==> src/rtl/ring_pkg.sv <==
package ring_pkg;
  localparam int SIDES    = 2;
  localparam int SIDE_SRC = 0;
  localparam int SIDE_DST = 1;

  typedef struct packed {
    logic             hw;
    logic [SIDES-1:0] inc;
  } ring_cfg_t;
endpackage

==> src/rtl/ring_ctrl.sv <==
module ring_ctrl
  import ring_pkg::*;
(
  input  logic      clk,
  input  logic      rst,
  input  logic      run_en,
  input  logic      unit_hw,
  input  logic      src_inc,
  input  logic      dst_inc,
  input  logic      xfer_done,
  output logic      load,
  output logic      step,
  output logic      active,
  output ring_cfg_t cfg
);
  // load has priority: a strobe in the load cycle is dropped
  assign load = run_en && !active;
  assign step = active && xfer_done;

  always_ff @(posedge clk) begin
    if (rst) begin
      active <= 1'b0;
      cfg    <= '0;
    end else begin
      active <= run_en;
      if (load) begin
        cfg.hw            <= unit_hw;
        cfg.inc[SIDE_SRC] <= src_inc;
        cfg.inc[SIDE_DST] <= dst_inc;
      end
    end
  end
endmodule

==> src/rtl/ring_side.sv <==
module ring_side #(
  parameter int AW    = 32,
  parameter int IDX_W = 5
) (
  input  logic          clk,
  input  logic          rst,
  input  logic          load,
  input  logic          step,
  input  logic          inc,
  input  logic          hw,
  input  logic [AW-1:0] start,
  output logic [AW-1:0] addr
);
  localparam int BYTE_FIELD = IDX_W;
  localparam int HALF_FIELD = IDX_W + 1;

  logic [AW-1:0] mask;
  logic [AW-1:0] incr;
  logic [AW-1:0] sum;
  logic [AW-1:0] nxt;

  always_comb begin
    if (hw) begin
      mask = {{(AW-HALF_FIELD){1'b0}}, {HALF_FIELD{1'b1}}};
      incr = {{(AW-2){1'b0}}, 2'b10};
    end else begin
      mask = {{(AW-BYTE_FIELD){1'b0}}, {BYTE_FIELD{1'b1}}};
      incr = {{(AW-1){1'b0}}, 1'b1};
    end
    sum = addr + incr;
    nxt = (addr & ~mask) | (sum & mask);
  end

  always_ff @(posedge clk) begin
    if (rst) begin
      addr <= '0;
    end else if (load) begin
      addr <= {start[AW-1:IDX_W], {IDX_W{1'b0}}};
    end else if (step && inc) begin
      addr <= nxt;
    end
  end
endmodule

==> src/rtl/ring_index.sv <==
module ring_index #(
  parameter int IDX_W = 5
) (
  input  logic             clk,
  input  logic             rst,
  input  logic             load,
  input  logic             step,
  input  logic             any_inc,
  output logic [IDX_W-1:0] idx,
  output logic             wrap
);
  localparam logic [IDX_W-1:0] LAST = {IDX_W{1'b1}};

  always_ff @(posedge clk) begin
    if (rst) begin
      idx  <= '0;
      wrap <= 1'b0;
    end else if (load) begin
      idx  <= '0;
      wrap <= 1'b0;
    end else if (step) begin
      idx  <= idx + 1'b1;
      wrap <= (idx == LAST) && any_inc;
    end else begin
      wrap <= 1'b0;
    end
  end
endmodule

==> src/rtl/ring_addr_gen.sv <==
module ring_addr_gen
  import ring_pkg::*;
#(
  parameter int AW    = 32,
  parameter int IDX_W = 5
) (
  input  logic             clk,
  input  logic             rst,
  input  logic             run_en,
  input  logic             unit_hw,
  input  logic             src_inc,
  input  logic             dst_inc,
  input  logic [AW-1:0]    src_start,
  input  logic [AW-1:0]    dst_start,
  input  logic             xfer_done,
  output logic [AW-1:0]    src_addr,
  output logic [AW-1:0]    dst_addr,
  output logic [IDX_W-1:0] xfer_idx,
  output logic             wrap_pulse
);
  logic      load;
  logic      step;
  logic      active;
  logic      hw_q;
  ring_cfg_t cfg;

  logic [AW-1:0] start_v [SIDES];
  logic [AW-1:0] addr_v  [SIDES];

  ring_ctrl u_ctrl (
    .clk       (clk),
    .rst       (rst),
    .run_en    (run_en),
    .unit_hw   (unit_hw),
    .src_inc   (src_inc),
    .dst_inc   (dst_inc),
    .xfer_done (xfer_done),
    .load      (load),
    .step      (step),
    .active    (active),
    .cfg       (cfg)
  );

  assign hw_q              = cfg.hw;
  assign start_v[SIDE_SRC] = src_start;
  assign start_v[SIDE_DST] = dst_start;

  for (genvar s = 0; s < SIDES; s++) begin : g_side
    ring_side #(.AW(AW), .IDX_W(IDX_W)) u_side (
      .clk   (clk),
      .rst   (rst),
      .load  (load),
      .step  (step),
      .inc   (cfg.inc[s]),
      .hw    (cfg.hw),
      .start (start_v[s]),
      .addr  (addr_v[s])
    );
  end

  ring_index #(.IDX_W(IDX_W)) u_index (
    .clk     (clk),
    .rst     (rst),
    .load    (load),
    .step    (step),
    .any_inc (|cfg.inc),
    .idx     (xfer_idx),
    .wrap    (wrap_pulse)
  );

  assign src_addr = addr_v[SIDE_SRC];
  assign dst_addr = addr_v[SIDE_DST];
endmodule

==> config.mk <==
export PLATFORM = sky130hd
export DESIGN_NAME = ring_addr_gen
export DESIGN_NICKNAME = d
export VERILOG_FILES = /design/src/rtl/ring_pkg.sv /design/src/rtl/ring_ctrl.sv /design/src/rtl/ring_side.sv /design/src/rtl/ring_index.sv /design/src/rtl/ring_addr_gen.sv
export SDC_FILE = /design/constraint.sdc
export NUM_CORES = 1
export LEC_CHECK = 0
export BUFFER_PORTS_ARGS = -buffer_cell sky130_fd_sc_hd__buf_2
export CAP_MARGIN = 5
export CORE_ASPECT_RATIO = 0.75
export CORE_MARGIN = 2
export CORE_UTILIZATION = 47
export CTS_CLUSTER_DIAMETER = 30
export CTS_CLUSTER_SIZE = 40
export DETAILED_ROUTE_END_ITERATION = 10
export PLACE_DENSITY = 0.8
export SYNTH_ARGS = -nofsm -noshare
export SYNTH_HDL_FRONTEND = slang
export SYNTH_SLANG_ARGS = --single-unit
==> constraint.sdc <==
create_clock -name clk -period 2.66 [get_ports clk]
set_clock_uncertainty 0.1 [all_clocks]
set_input_delay 0.133 -clock clk [delete_from_list [all_inputs] [get_ports clk]]
set_output_delay 0.133 -clock clk [all_outputs]
set_load 0.02 [all_outputs]
==> summary.md, run 1 <==
| Metric | Value |
|---|---|
| Status | finished, final reports clean |
| DP Worst Slack | between 0.5 and 0.6 ns |
| Final Cycle Share | between 70% and 80% |
| Period minus WS final | about 2.1 ns |
| PwrDens | 575 mW/mm2 |
| Synthesized instance count | between 400 and 500 |
| Final setup margin | between 0.5 and 0.6 ns |
| Count leader, synth | nand2_1 |
| Tot GR Track Use | ~22% |
| Clk_lat worst skew | approximately 0.33 ns |
| CTS buffer count | 9 |
| Postcts setup bufs | 0 |
| Vias in the first global route | 2952 |
| Post-Syn Area | around 0.0033 mm2 |
| Top cell type's share of synthesized area | approximately 45% |
| Root buffer cell | clkbuf_8 |
| Layout net count | approximately 610 |
| Worst setup path category | flop to flop |
| HPWL after DPL | between 4000 and 5000 um |
| Final Hold Viols | 0 |
| Die width | 100 um |
| Residual DRC | 0 |
| Count of boundary I/O pins | around 140 |
| Area share of xor/xnor cells in the synthesized design | less than 1% |
| Adder-cell share of the synthesized area | ~3.5% |
| Largest family of logic cells by synthesized area | simple AND/OR/NAND/NOR gates |
| Starting DRT DRC Count | 119 |
| Worst min path class | primary input to flop |
| Multiplexer share of the synthesized area | less than 1% |
| Worst Path Required | roughly 2.8 ns |
| PortBufs | 130 |
| Total Wirelength | 8300 um |
| Dominant cell type by area after synthesis | dfxtp_1 |
| Grt ovf | 0 |
| Vias per inst | around 5 |
| Asr flop ratio synth | 0% |
| Yosys cell types | 34 |
| Post-synth EDFFs | 0 |
| Max Cap Viol | 0 |
| Initial antenna violation count | 0 |
| Layout Area Growth over Synthesis | 33.9% |
| Worst ir drop on vdd | between 400 and 500 uV |
| Clock transition at path regs | ~0.07 ns |
| Post-synthesis simple-gate area fraction | a little over a fifth |
| Crit-path max FO | 6 |
| Most frequent cells after synthesis | nand2_1, dfxtp_1, a21oi_1, buf_4, clkbuf_1 |
| Max Clk Rate | ~0.47 GHz |
| Sequential share of the synthesized area | between 40% and 50% |
| Largest cells by area after synthesis | dfxtp_1, nand2_1, buf_4 |
| Setup TNS | 0 ns |
| Max-Slew Margin vs Limit | a little over half |
| Clock buffer depth | 2 |
| RSZ-0062 raised after global routing | false |
| Site row count | 26 |
| Yosys warns | 0 |
| H-tree depth | 3 |
| Die H | between 70 and 80 um |
| Core Region | between 0.006 and 0.007 mm2 |
| Slew Limit Fails | 0 |
| First-pass GRT wire length | around 14000 um |
| Clk sinks | 74 |
| Largest net degree at the start of global routing | 37 |
| CP Capture Type | flop |
| Final setup fails | 0 |
| Number of synthesized register bits | 74 |
| Antenna cell count | 0 |
| Lkg Pwr | about 0.0020 uW |
| Least-Margin Pin Slew | between 0.6 and 0.7 ns |
| Syn Nets | between 400 and 500 |
| Compound-Gate Fraction of Synth Area | 12.8% |
| Die Area | between 0.007 and 0.008 mm2 |
| CTS tree | done |
| Initial DRT Pass Iterations | 5 |
| Post-Syn Area per Cell | roughly 8.1 um2 |
| Crit path DAT | 2.26 ns |
| Post-synth top flop | dfxtp_1 |
| Initial core utilization | about half |
| RePlAce Congestion | between 0.7 and 0.8 |
| Vias post-DR | 3049 |
| Drt wl/cell | 13.5 um |
| Share of cells above drive strength 1 | ~29% |
| Crit start category | flop |
| Final ANT Viol Nets | 0 |
## per-layer routing
layer  part of all wire, %  wire length, um  GRT usage, %  up-vias
li1                      -                -             -     1526
met1                    41             3410          26.0     1402
met2                    51             4240          38.1      111
met3                   6.5              541          7.34       10
met4                   1.3              108          7.26        0
met5                     0                0             0        -
## repair_timing
action / CTS / global route
resized for setup: 0 / 0
hold endpoints to repair: 56 / 0
hold buffers: 56 / 0
## worst max-delay path: stages, from the launching register on
cell and delay [ns]:
dfxtp_1 0.38, inv_1 0.20, ha_1 0.20, inv_1 0.05, fa_1 0.42, or4_1 0.53, a21oi_1 0.15
## worst paths after layout
path,depth (start not counted),slack [ns],start,to
worst max-delay path,6,0.55,u_ctrl.cfg[2]$_SDFFE_PP0P_,g_side[1].u_side.addr[4]$_SDFFE_PP0P_
worst min-delay path,3,0.06,xfer_done,u_index.idx[1]$_SDFFE_PP0P_
worst max register to register,6,0.55,u_ctrl.cfg[2]$_SDFFE_PP0P_,g_side[1].u_side.addr[4]$_SDFFE_PP0P_
worst min register to register,2,0.35,g_side[1].u_side.addr[6]$_SDFFE_PP0P_,g_side[1].u_side.addr[6]$_SDFFE_PP0P_
## power by group
group	internal (uW)	switching, uW	leakage [uW]	total (uW)
Clock	574	391	0.000108	966
Sequential	1160	30.4	0.000606	1190
Combinational	163	197	0.00129	360
## final cells by class
class,instances,area (um2)
Inverter,6,22.5
Clock inverter,4,75.1
Clock buffer,11,151
Tap cell,84,105
Multi-Input combinational cell,247,1270
Sequential cell,74,1480
Timing Repair Buffer,189,1260
Fill cell,562,2400
## placed cells by master, fill, tap and decap left out, drive strengths merged, types with 3 or more instances in the layout
cell type      n
ha             6
buf          133
inv            6
mux2i          3
dlygate4sd3   56
dfxtp         74
nor2           6
and3           3
nand2        119
a21oi         65
or3            6
o21ai          3
clkbuf        11
nand3          9
## registers in the layout (all words and copies together), names as in the netlist
name	count
u_index.wrap	1
u_ctrl.cfg	3
u_ctrl.active	1
g_side.u_side.addr	64
u_index.idx	5
## cell families after synthesis
kind of cell | Yosys count
AND/OR/NAND/NOR | 156
buffers and inverters | 82
AO/OA/AOI/OAI | 78
flip-flops | 74
adder cells (fa/ha/maj) | 8
multiplexers | 3
XOR/XNOR | 2
## through the flow
step	hold WS, ns	total power (uW)	std cells	util (%)	cell area (um2)
after CTS	0.0328	2540	615	64.6	4370
final	0.0565	2510	615	64.6	4370
after global placement	0.273	1500	544	52.9	3580
after detailed placement	0.282	1500	544	52.9	3580
after global routing	0.0336	2640	615	64.6	4370
after floorplan	0.161	1440	403	-	3260
No activity file was read; power rests on OpenSTA's default activity.
==> inputs of run 2 (changes only) <==
--- a/config.mk
+++ b/config.mk
@@ -9,11 +9,11 @@
 export CAP_MARGIN = 5
 export CORE_ASPECT_RATIO = 0.75
 export CORE_MARGIN = 2
-export CORE_UTILIZATION = 47
+export CORE_UTILIZATION = 43
 export CTS_CLUSTER_DIAMETER = 30
 export CTS_CLUSTER_SIZE = 40
 export DETAILED_ROUTE_END_ITERATION = 10
-export PLACE_DENSITY = 0.8
+export PLACE_DENSITY = 0.77
 export SYNTH_ARGS = -nofsm -noshare
 export SYNTH_HDL_FRONTEND = slang
 export SYNTH_SLANG_ARGS = --single-unit
==> constraint.sdc (replaced) <==
create_clock -name clk -period 1.8 [get_ports clk]
set_clock_uncertainty 0.1 [all_clocks]
set_input_delay 0.09 -clock clk [delete_from_list [all_inputs] [get_ports clk]]
set_output_delay 0.09 -clock clk [all_outputs]
set_load 0.02 [all_outputs]
==> run 2 against run 1 <==
Die area grew 8.9%. Fmax grew 21%. Non-clock buffer count increased by 7. Setup slack got worse by 0.49 ns. Design area is 2.7% higher. Largest power group unchanged. Worst hold slack gained 0.0035 ns. Combinational power increased by 52%.
==> summary.md, run 2 (synthesized netlist as in run 1, its figures left out) <==
| Metric | Value |
|---|---|
| Initial core utilization | 44.3% (was 48.2%) |
| Drt wl/cell | 13.4 um (was 13.5 um) |
| Max Cap Viol | 0 (unchanged) |
| # fillers | 658 (was 562) |
| Destination of the worst hold path | g_side[0].u_side.addr[25]$_SDFFE_PP0P_ (was u_index.idx[1]$_SDFFE_PP0P_) |
| Clock transition at path regs | 0.08 ns (was 0.07 ns) |
| Clock buffer depth | 2 (unchanged) |
| Final setup fails | 0 (unchanged) |
| Total Wirelength | 8560 um (was 8300 um) |
| Die H | 79.4 um (was 76.2 um) |
| Antenna cell count | 0 (unchanged) |
| Final setup margin | 0.0636 ns (was 0.551 ns) |
| Vias per inst | 4.85 (was 4.96) |
| Biggest register | g_side.u_side.addr (unchanged) |
| Initial DRT Pass Iterations | 4 (was 5) |
| Worst min path class | primary input to flop (unchanged) |
| Vias post-DR | 3097 (was 3049) |
| Worst Path Required | 1.97 ns (was 2.81 ns) |
| Worst path top cell family by delay | adder cells (unchanged) |
| Worst setup path category | flop to flop (unchanged) |
| Clk sinks | 74 (unchanged) |
| Crit-path cells | inv_4 > ha_4 > inv_1 > fa_2 > buf_4 > or3_1 > a21oi_1 (was inv_1 > ha_1 > inv_1 > fa_1 > or4_1 > a21oi_1) |
| Final Hold Viols | 0 (unchanged) |
| Residual DRC | 0 (unchanged) |
| H-tree depth | 3 (unchanged) |
| Max-Slew Margin vs Limit | 68.1% (was 54.9%) |
| Crit start category | flop (unchanged) |
| Core Region | 0.00736 mm2 (was 0.00677 mm2) |
| R2r setup slk | 0.06 ns (was 0.55 ns) |
| Clock network power share | 40.2% (was 38.4%) |
| Least-Margin Pin Slew | 0.477 ns (was 0.675 ns) |
| PwrDens | 858 mW/mm2 (was 575 mW/mm2) |
| Count of boundary I/O pins | 141 (unchanged) |
| Final ANT Viol Nets | 0 (unchanged) |
| Hold Crit Depth | 2 (was 3) |
| Crit path depth | 7 (was 6) |
| RSZ-0062 raised after global routing | false (unchanged) |
| CTS buffer count | 9 (unchanged) |
| Status | finished, final reports clean (unchanged) |
| DP Worst Slack | -0.0250 ns (was 0.586 ns) |
| Root buffer cell | clkbuf_8 (unchanged) |
| Commonest non-fill, non-tap cell in the layout | buf_2 (unchanged) |
| Sw power | 938 uW (was 619 uW) |
| Layout net count | 613 (was 606) |
| Crit-path max FO | 4 (was 6) |
| Final Cycle Share | 96.5% (was 79.3%) |
| Slew Limit Fails | 0 (unchanged) |
| Seq pwr share | 45.6% (was 47.3%) |
| Most frequent cells in the layout | buf_2, nand2_1, dfxtp_1, a21oi_1, dlygate4sd3_1 (unchanged) |
| Max Clk Rate | 0.576 GHz (was 0.474 GHz) |
| Switching Share | 24.4% (was 24.6%) |
| Crit path DAT | 1.91 ns (was 2.26 ns) |
| Lkg Pwr | 0.00206 uW (was 0.00201 uW) |
| CP bufs+invs | 3 (was 2) |
| Vias in the first global route | 2988 (was 2952) |
| CP Capture Type | flop (unchanged) |
| Fin util | 60.9% (was 64.6%) |
| Internal | 2910 uW (was 1890 uW) |
| Layout Area Growth over Synthesis | 37.5% (was 33.9%) |
| Die Area | 0.00831 mm2 (was 0.00763 mm2) |
| PortBufs | 130 (unchanged) |
| Worst min-delay path startpoint | rst (was xfer_done) |
| First-pass GRT wire length | 13800 um (was 13600 um) |
| Largest net degree at the start of global routing | 45 (was 37) |
| Slowest CP cell | fa_2 (was or4_1) |
| Starting DRT DRC Count | 132 (was 119) |
| Largest regs | g_side.u_side.addr: 64 flops, u_index.idx: 5 flops, u_ctrl.cfg: 3 flops (unchanged) |
| Worst R2R Path Depth | 7 (was 6) |
| HPWL after DPL | 5210 um (was 4980 um) |
| Worst r2r dst | g_side[1].u_side.addr[2]$_SDFFE_PP0P_ (was g_side[1].u_side.addr[4]$_SDFFE_PP0P_) |
| RePlAce Congestion | 0.797 (was 0.784) |
| Worst R2R Start | u_ctrl.cfg[2]$_SDFFE_PP0P_ (unchanged) |
| Max reg flops | 64 (unchanged) |
| Tot GR Track Use | 20.6% (was 22.2%) |
| Period minus WS final | 1.74 ns (was 2.11 ns) |
| Pwr Total | 3850 uW (was 2510 uW) |
| Grt ovf | 0 (unchanged) |
| Initial antenna violation count | 0 (unchanged) |
| Worst path max stage delay | 0.36 ns (was 0.53 ns) |
| CTS tree | done (unchanged) |
| Share of cells above drive strength 1 | 31.0% (was 29.0%) |
| Site row count | 27 (was 26) |
| Worst ir drop on vdd | 489 uV (was 457 uV) |
| Die width | 105 um (was 100 um) |
| Clk_lat worst skew | 0.34 ns (was 0.33 ns) |
| Combinational fraction of design power | 14.2% (was 14.3%) |
-- run 2: metrics by stage --
step | TNS, ns | area (um2) | hold WS [ns] | instances
floorplan | 0 | 3270 | 0.118 | 403
global placement | 0 | 3640 | 0.230 | 565
detailed placement | -0.0250 | 3640 | 0.237 | 565
CTS | 0 | 4460 | 0.0461 | 639
global route | 0 | 4490 | 0.0533 | 639
finish | 0 | 4490 | 0.0600 | 639
-- run 2: final cells by class --
class	count	area (um2)	area share, %
Sequential cell	74	1480	33.1
Timing Repair Buffer	196	1310	29.3
Multi-Input combinational cell	247	1300	28.9
Clock buffer	10	138	3.07
Tap cell	101	126	2.82
Clock inverter	5	103	2.29
Inverter	6	25.0	0.558
-- run 2: power by group through the flow --
stage               clock network [uW]  logic [uW]  registers [uW]
detailed placement                   0         443            1790
global route                      1660         597            1760
global placement                     0         433            1790
CTS                               1590         540            1750
floorplan                            0         344            1780
finish                            1550         547            1750
-- run 2: per-layer routing --
metal | GRT usage (%) | wire length [um] | vias up
li1 | - | - | 1536
met3 | 6.12 | 537 | 14
met1 | 23.5 | 3560 | 1416
met5 | 0 | 0 | -
met2 | 36.5 | 4290 | 131
met4 | 8.67 | 178 | 0
-- run 2: worst reg2reg max path, delay by kind of cell, from the launching register on --
family | cells | cell delay [ns]
flip-flops | 1 | 0.34
adder cells (fa/ha/maj) | 2 | 0.48
AO/OA/AOI/OAI | 1 | 0.14
buffers and inverters | 3 | 0.27
AND/OR/NAND/NOR | 1 | 0.34
-- run 2: worst max-delay path by stage --
stage | to | slack, ns | from
final | g_side[1].u_side.addr[2]$_SDFFE_PP0P_ | 0.06 | u_ctrl.cfg[2]$_SDFFE_PP0P_
after global routing | g_side[0].u_side.addr[2]$_SDFFE_PP0P_ | 0.01 | g_side[0].u_side.addr[0]$_SDFFE_PP0P_
after CTS | g_side[1].u_side.addr[4]$_SDFFE_PP0P_ | 0.006 | u_ctrl.cfg[2]$_SDFFE_PP0P_
after detailed placement | g_side[1].u_side.addr[4]$_SDFFE_PP0P_ | -0.02 | u_ctrl.cfg[2]$_SDFFE_PP0P_
after global placement | g_side[1].u_side.addr[4]$_SDFFE_PP0P_ | 0.05 | u_ctrl.cfg[2]$_SDFFE_PP0P_
after floorplan | g_side[1].u_side.addr[4]$_SDFFE_PP0P_ | 0.01 | u_ctrl.cfg[2]$_SDFFE_PP0P_
-- run 2: what timing repair did --
action	CTS	global route
buffers inserted	2	0
pin swaps	2	0
endpoints found under the hold margin	58	0
gates resized for setup	1	5
endpoints found under the setup margin	1	2
hold buffers	57	0
==> inputs of run 3 (changes only) <==
--- a/config.mk
+++ b/config.mk
@@ -9,11 +9,12 @@
 export CAP_MARGIN = 5
 export CORE_ASPECT_RATIO = 0.75
 export CORE_MARGIN = 2
-export CORE_UTILIZATION = 43
+export CORE_UTILIZATION = 48
 export CTS_CLUSTER_DIAMETER = 30
 export CTS_CLUSTER_SIZE = 40
 export DETAILED_ROUTE_END_ITERATION = 10
-export PLACE_DENSITY = 0.77
+export PLACE_DENSITY = 0.81
 export SYNTH_ARGS = -nofsm -noshare
 export SYNTH_HDL_FRONTEND = slang
+export SYNTH_HIERARCHICAL = 1
 export SYNTH_SLANG_ARGS = --single-unit
==> constraint.sdc (replaced) <==
create_clock -name clk -period 1.99 [get_ports clk]
set_clock_uncertainty 0.1 [all_clocks]
set_input_delay 0.0995 -clock clk [delete_from_list [all_inputs] [get_ports clk]]
set_output_delay 0.0995 -clock clk [all_outputs]
set_load 0.02 [all_outputs]
==> run 3 against run 2 <==
Worst hold slack improved by 0.14 ns. Register-to-register slack improved by 0.02 ns. Utilization rose by 5.3 points. Non-clock buffer count fell by 1. Sequential power fell by 9%. Design area barely moved. Combinational power fell by 3%. Setup slack improved by 0.022 ns. Global-route usage fell by 0.97 points. Die area fell by 8.3%. Fmax fell by 8.8%. Total power fell by 13%. Critical endpoint is now g_side[1].u_side/addr[4]$_SDFFE_PP0P_. Largest cell class unchanged.
==> summary.md, run 3 <==
| Metric | Value |
|---|---|
| Die width | 100 um (was 105 um) |
| Slew Limit Fails | 0 (unchanged) |
| Residual DRC | 0 (unchanged) |
| Worst Path Required | 2.15 ns (was 1.97 ns) |
| Core Region | 0.00677 mm2 (was 0.00736 mm2) |
| Largest net degree at the start of global routing | 40 (was 45) |
| # fillers | 502 (was 658) |
| CP Capture Type | flop (unchanged) |
| Period minus WS final | 1.90 ns (was 1.74 ns) |
| Synthesized instance count | 337 (was 403) |
| Worst setup path category | flop to flop (unchanged) |
| Clock network power share | 36.6% (was 40.2%) |
| Largest regs | g_side.u_side/addr: 64 flops, u_index/idx: 5 flops, u_ctrl/cfg: 3 flops (was g_side.u_side.addr: 64 flops, u_index.idx: 5 flops, u_ctrl.cfg: 3 flops) |
| Clk sinks | 74 (unchanged) |
| PortBufs | 130 (unchanged) |
| CTS tree | done (unchanged) |
| Post-Syn Area | 0.00333 mm2 (was 0.00326 mm2) |
| Yosys warns | 6 (was 0) |
| Vias in the first global route | 2698 (was 2988) |
| Most frequent cells after synthesis | dfxtp_1, nor2_1, mux2i_1, buf_4, a21oi_1 (was nand2_1, dfxtp_1, a21oi_1, buf_4, clkbuf_1) |
| Slowest CP cell | or3_1 (was fa_2) |
| Post-synth top flop | dfxtp_1 (unchanged) |
| Post-synth EDFFs | 0 (unchanged) |
| Crit-path max FO | 5 (was 4) |
| Clk_lat worst skew | 0.33 ns (was 0.34 ns) |
| Final Cycle Share | 95.7% (was 96.5%) |
| Vias post-DR | 2715 (was 3097) |
| Register Area | 0.00148 mm2 (about the same) |
| Starting DRT DRC Count | 70 (was 132) |
| Final Hold Viols | 0 (unchanged) |
| Lkg Pwr | 0.00214 uW (was 0.00206 uW) |
| Dominant cell type by area after synthesis | dfxtp_1 (unchanged) |
| Site row count | 26 (was 27) |
| Initial core utilization | 49.2% (was 44.3%) |
| Worst hold margin | 0.200 ns (was 0.0600 ns) |
| Layout Area Growth over Synthesis | 34.7% (was 37.5%) |
| RePlAce Congestion | 0.771 (was 0.797) |
| Worst min path class | primary input to flop (unchanged) |
| H-tree depth | 3 (unchanged) |
| Crit-path cells | inv_2 > ha_1 > inv_1 > fa_1 > nand3b_1 > or3_1 > a21oi_1 (was inv_4 > ha_4 > inv_1 > fa_2 > buf_4 > or3_1 > a21oi_1) |
| Clock buffer depth | 2 (unchanged) |
| Grt ovf | 0 (unchanged) |
| Die Area | 0.00762 mm2 (was 0.00831 mm2) |
| Crit path DAT | 2.06 ns (was 1.91 ns) |
| Crit start category | flop (unchanged) |
| Layout net count | 557 (was 613) |
| Internal | 2510 uW (was 2910 uW) |
| Sequential share of the synthesized area | 44.5% (was 45.4%) |
| Commonest non-fill, non-tap cell in the layout | buf_2 (unchanged) |
| CP bufs+invs | 2 (was 3) |
| Most frequent cells in the layout | buf_2, dfxtp_1, nor2_1, dlygate4sd3_1, mux2i_1 (was buf_2, nand2_1, dfxtp_1, a21oi_1, dlygate4sd3_1) |
| Share of cells above drive strength 1 | 34.9% (was 31.0%) |
| Worst path top cell family by delay | simple AND/OR/NAND/NOR gates (was adder cells) |
| First-pass GRT wire length | 12200 um (was 13800 um) |
| Max Clk Rate | 0.525 GHz (was 0.576 GHz) |
| Drt wl/cell | 13.5 um (was 13.4 um) |
| Biggest register | g_side.u_side/addr (was g_side.u_side.addr) |
| Syn Nets | 416 (was 482) |
| RSZ-0062 raised after global routing | false (unchanged) |
| CTS buffer count | 9 (unchanged) |
| Switching Share | 25.3% (was 24.4%) |
| Postcts setup bufs | 0 (was 2) |
| Initial antenna violation count | 0 (unchanged) |
| Seq pwr share | 47.6% (was 45.6%) |
| Final setup fails | 0 (unchanged) |
| Multi-input gate area | 0.00136 mm2 (was 0.00130 mm2) |
| Max Cap Viol | 0 (unchanged) |
| Root buffer cell | clkbuf_8 (unchanged) |
| Vias per inst | 4.80 (was 4.85) |
| HPWL after DPL | 4450 um (was 5210 um) |
| Final non-filler cell total | 566 (was 639) |
| Placed cell count | 493 (was 565) |
| Post-Syn Area per Cell | 9.88 um2 (was 8.10 um2) |
| Initial DRT Pass Iterations | 4 (unchanged) |
| Largest cells by area after synthesis | dfxtp_1, mux2i_1, buf_4 (was dfxtp_1, nand2_1, buf_4) |
| Count of boundary I/O pins | 141 (unchanged) |
| Total Wirelength | 7640 um (was 8560 um) |
| Status | finished, final reports clean (unchanged) |
| Antenna cell count | 0 (unchanged) |
| Sw power | 847 uW (was 938 uW) |
| Pwr Total | 3350 uW (was 3850 uW) |
| Number of synthesized register bits | 74 (unchanged) |
| Max reg flops | 64 (unchanged) |
| Setup TNS | 0 ns (unchanged) |
| Combinational fraction of design power | 15.8% (was 14.2%) |
| Worst ir drop on vdd | 420 uV (was 489 uV) |
| Worst path max stage delay | 0.37 ns (was 0.36 ns) |
| PwrDens | 748 mW/mm2 (was 858 mW/mm2) |
| Max-Slew Margin vs Limit | 54.4% (was 68.1%) |
| Count leader, synth | dfxtp_1 (was nand2_1) |
| Tot GR Track Use | 19.7% (was 20.6%) |
| Least-Margin Pin Slew | 0.684 ns (was 0.477 ns) |
| Top cell type's share of synthesized area | 44.5% (was 45.4%) |
| Asr flop ratio synth | 0% (unchanged) |
| Clock transition at path regs | 0.07 ns (was 0.08 ns) |
| Yosys cell types | 38 (was 34) |
| Final ANT Viol Nets | 0 (unchanged) |
| Die H | 76.1 um (was 79.4 um) |
run 3: cells by family after synthesis:
| group | Yosys count | share of synthesized area, % |
|---|---|---|
| buffers and inverters | 73 | 14.5 |
| adders and majority gates | 8 | 3.46 |
| and+or+nand+nor | 99 | 15.1 |
| xor gates and xnor gates | 3 | 0.790 |
| AOI/OAI and AO/OA | 25 | 4.85 |
| DFF | 74 | 44.5 |
| muxes | 55 | 16.7 |
run 3: layer usage:
layer / wire length (um) / global-route usage [%] / share of wire (%)
met1: 3530 / 23.8 / 46
met2: 3590 / 34.6 / 47
met3: 482 / 5.41 / 6.3
met4: 44 / 4.52 / 0.58
met5: 0 / 0 / 0
run 3: layout make-up:
cell class	count	share of cell area, %
sequential	74	33.1
multi-input combinational	190	30.4
clock inverter	6	1.84
inverter	8	0.670
clock buffer	9	2.76
tap	84	2.34
timing repair buffer	195	28.9
run 3: final timing paths:
check | from | end | slack, ns | cells past startpoint
max | u_ctrl/cfg[2]$_SDFFE_PP0P_ | g_side[1].u_side/addr[4]$_SDFFE_PP0P_ | 0.09 | 7
max reg2reg | u_ctrl/cfg[2]$_SDFFE_PP0P_ | g_side[1].u_side/addr[4]$_SDFFE_PP0P_ | 0.09 | 7
min reg2reg | g_side[0].u_side/addr[0]$_SDFFE_PP0P_ | g_side[0].u_side/addr[0]$_SDFFE_PP0P_ | 0.38 | 2
min | rst | g_side[1].u_side/addr[10]$_SDFFE_PP0P_ | 0.20 | 2
run 3: what timing repair did:
action / CTS / global route
hold endpoints to repair: 58 / 0
resized for setup: 0 / 3
hold buffers: 58 / 0
endpoints found under the setup margin: 0 / 2
run 3: power by group through the flow:
stage / Sequential [uW] / Clock (uW) / Combinational (uW)
after floorplan: 1630 / 0 / 352
after global placement: 1620 / 0 / 425
after detailed placement: 1630 / 0 / 436
after CTS: 1590 / 1250 / 523
after global routing: 1610 / 1320 / 572
final: 1600 / 1230 / 531
run 3: metrics by stage:
| step | setup slack [ns] | cell area [um2] | utilization [%] |
|---|---|---|---|
| global route | 0.0132 | 4480 | 66.3 |
| CTS | 0.0176 | 4480 | 66.2 |
| finish | 0.0856 | 4480 | 66.3 |
| floorplan | 0.129 | 3330 | - |
| detailed placement | 0.0514 | 3690 | 54.6 |
| global placement | 0.124 | 3690 | 54.6 |
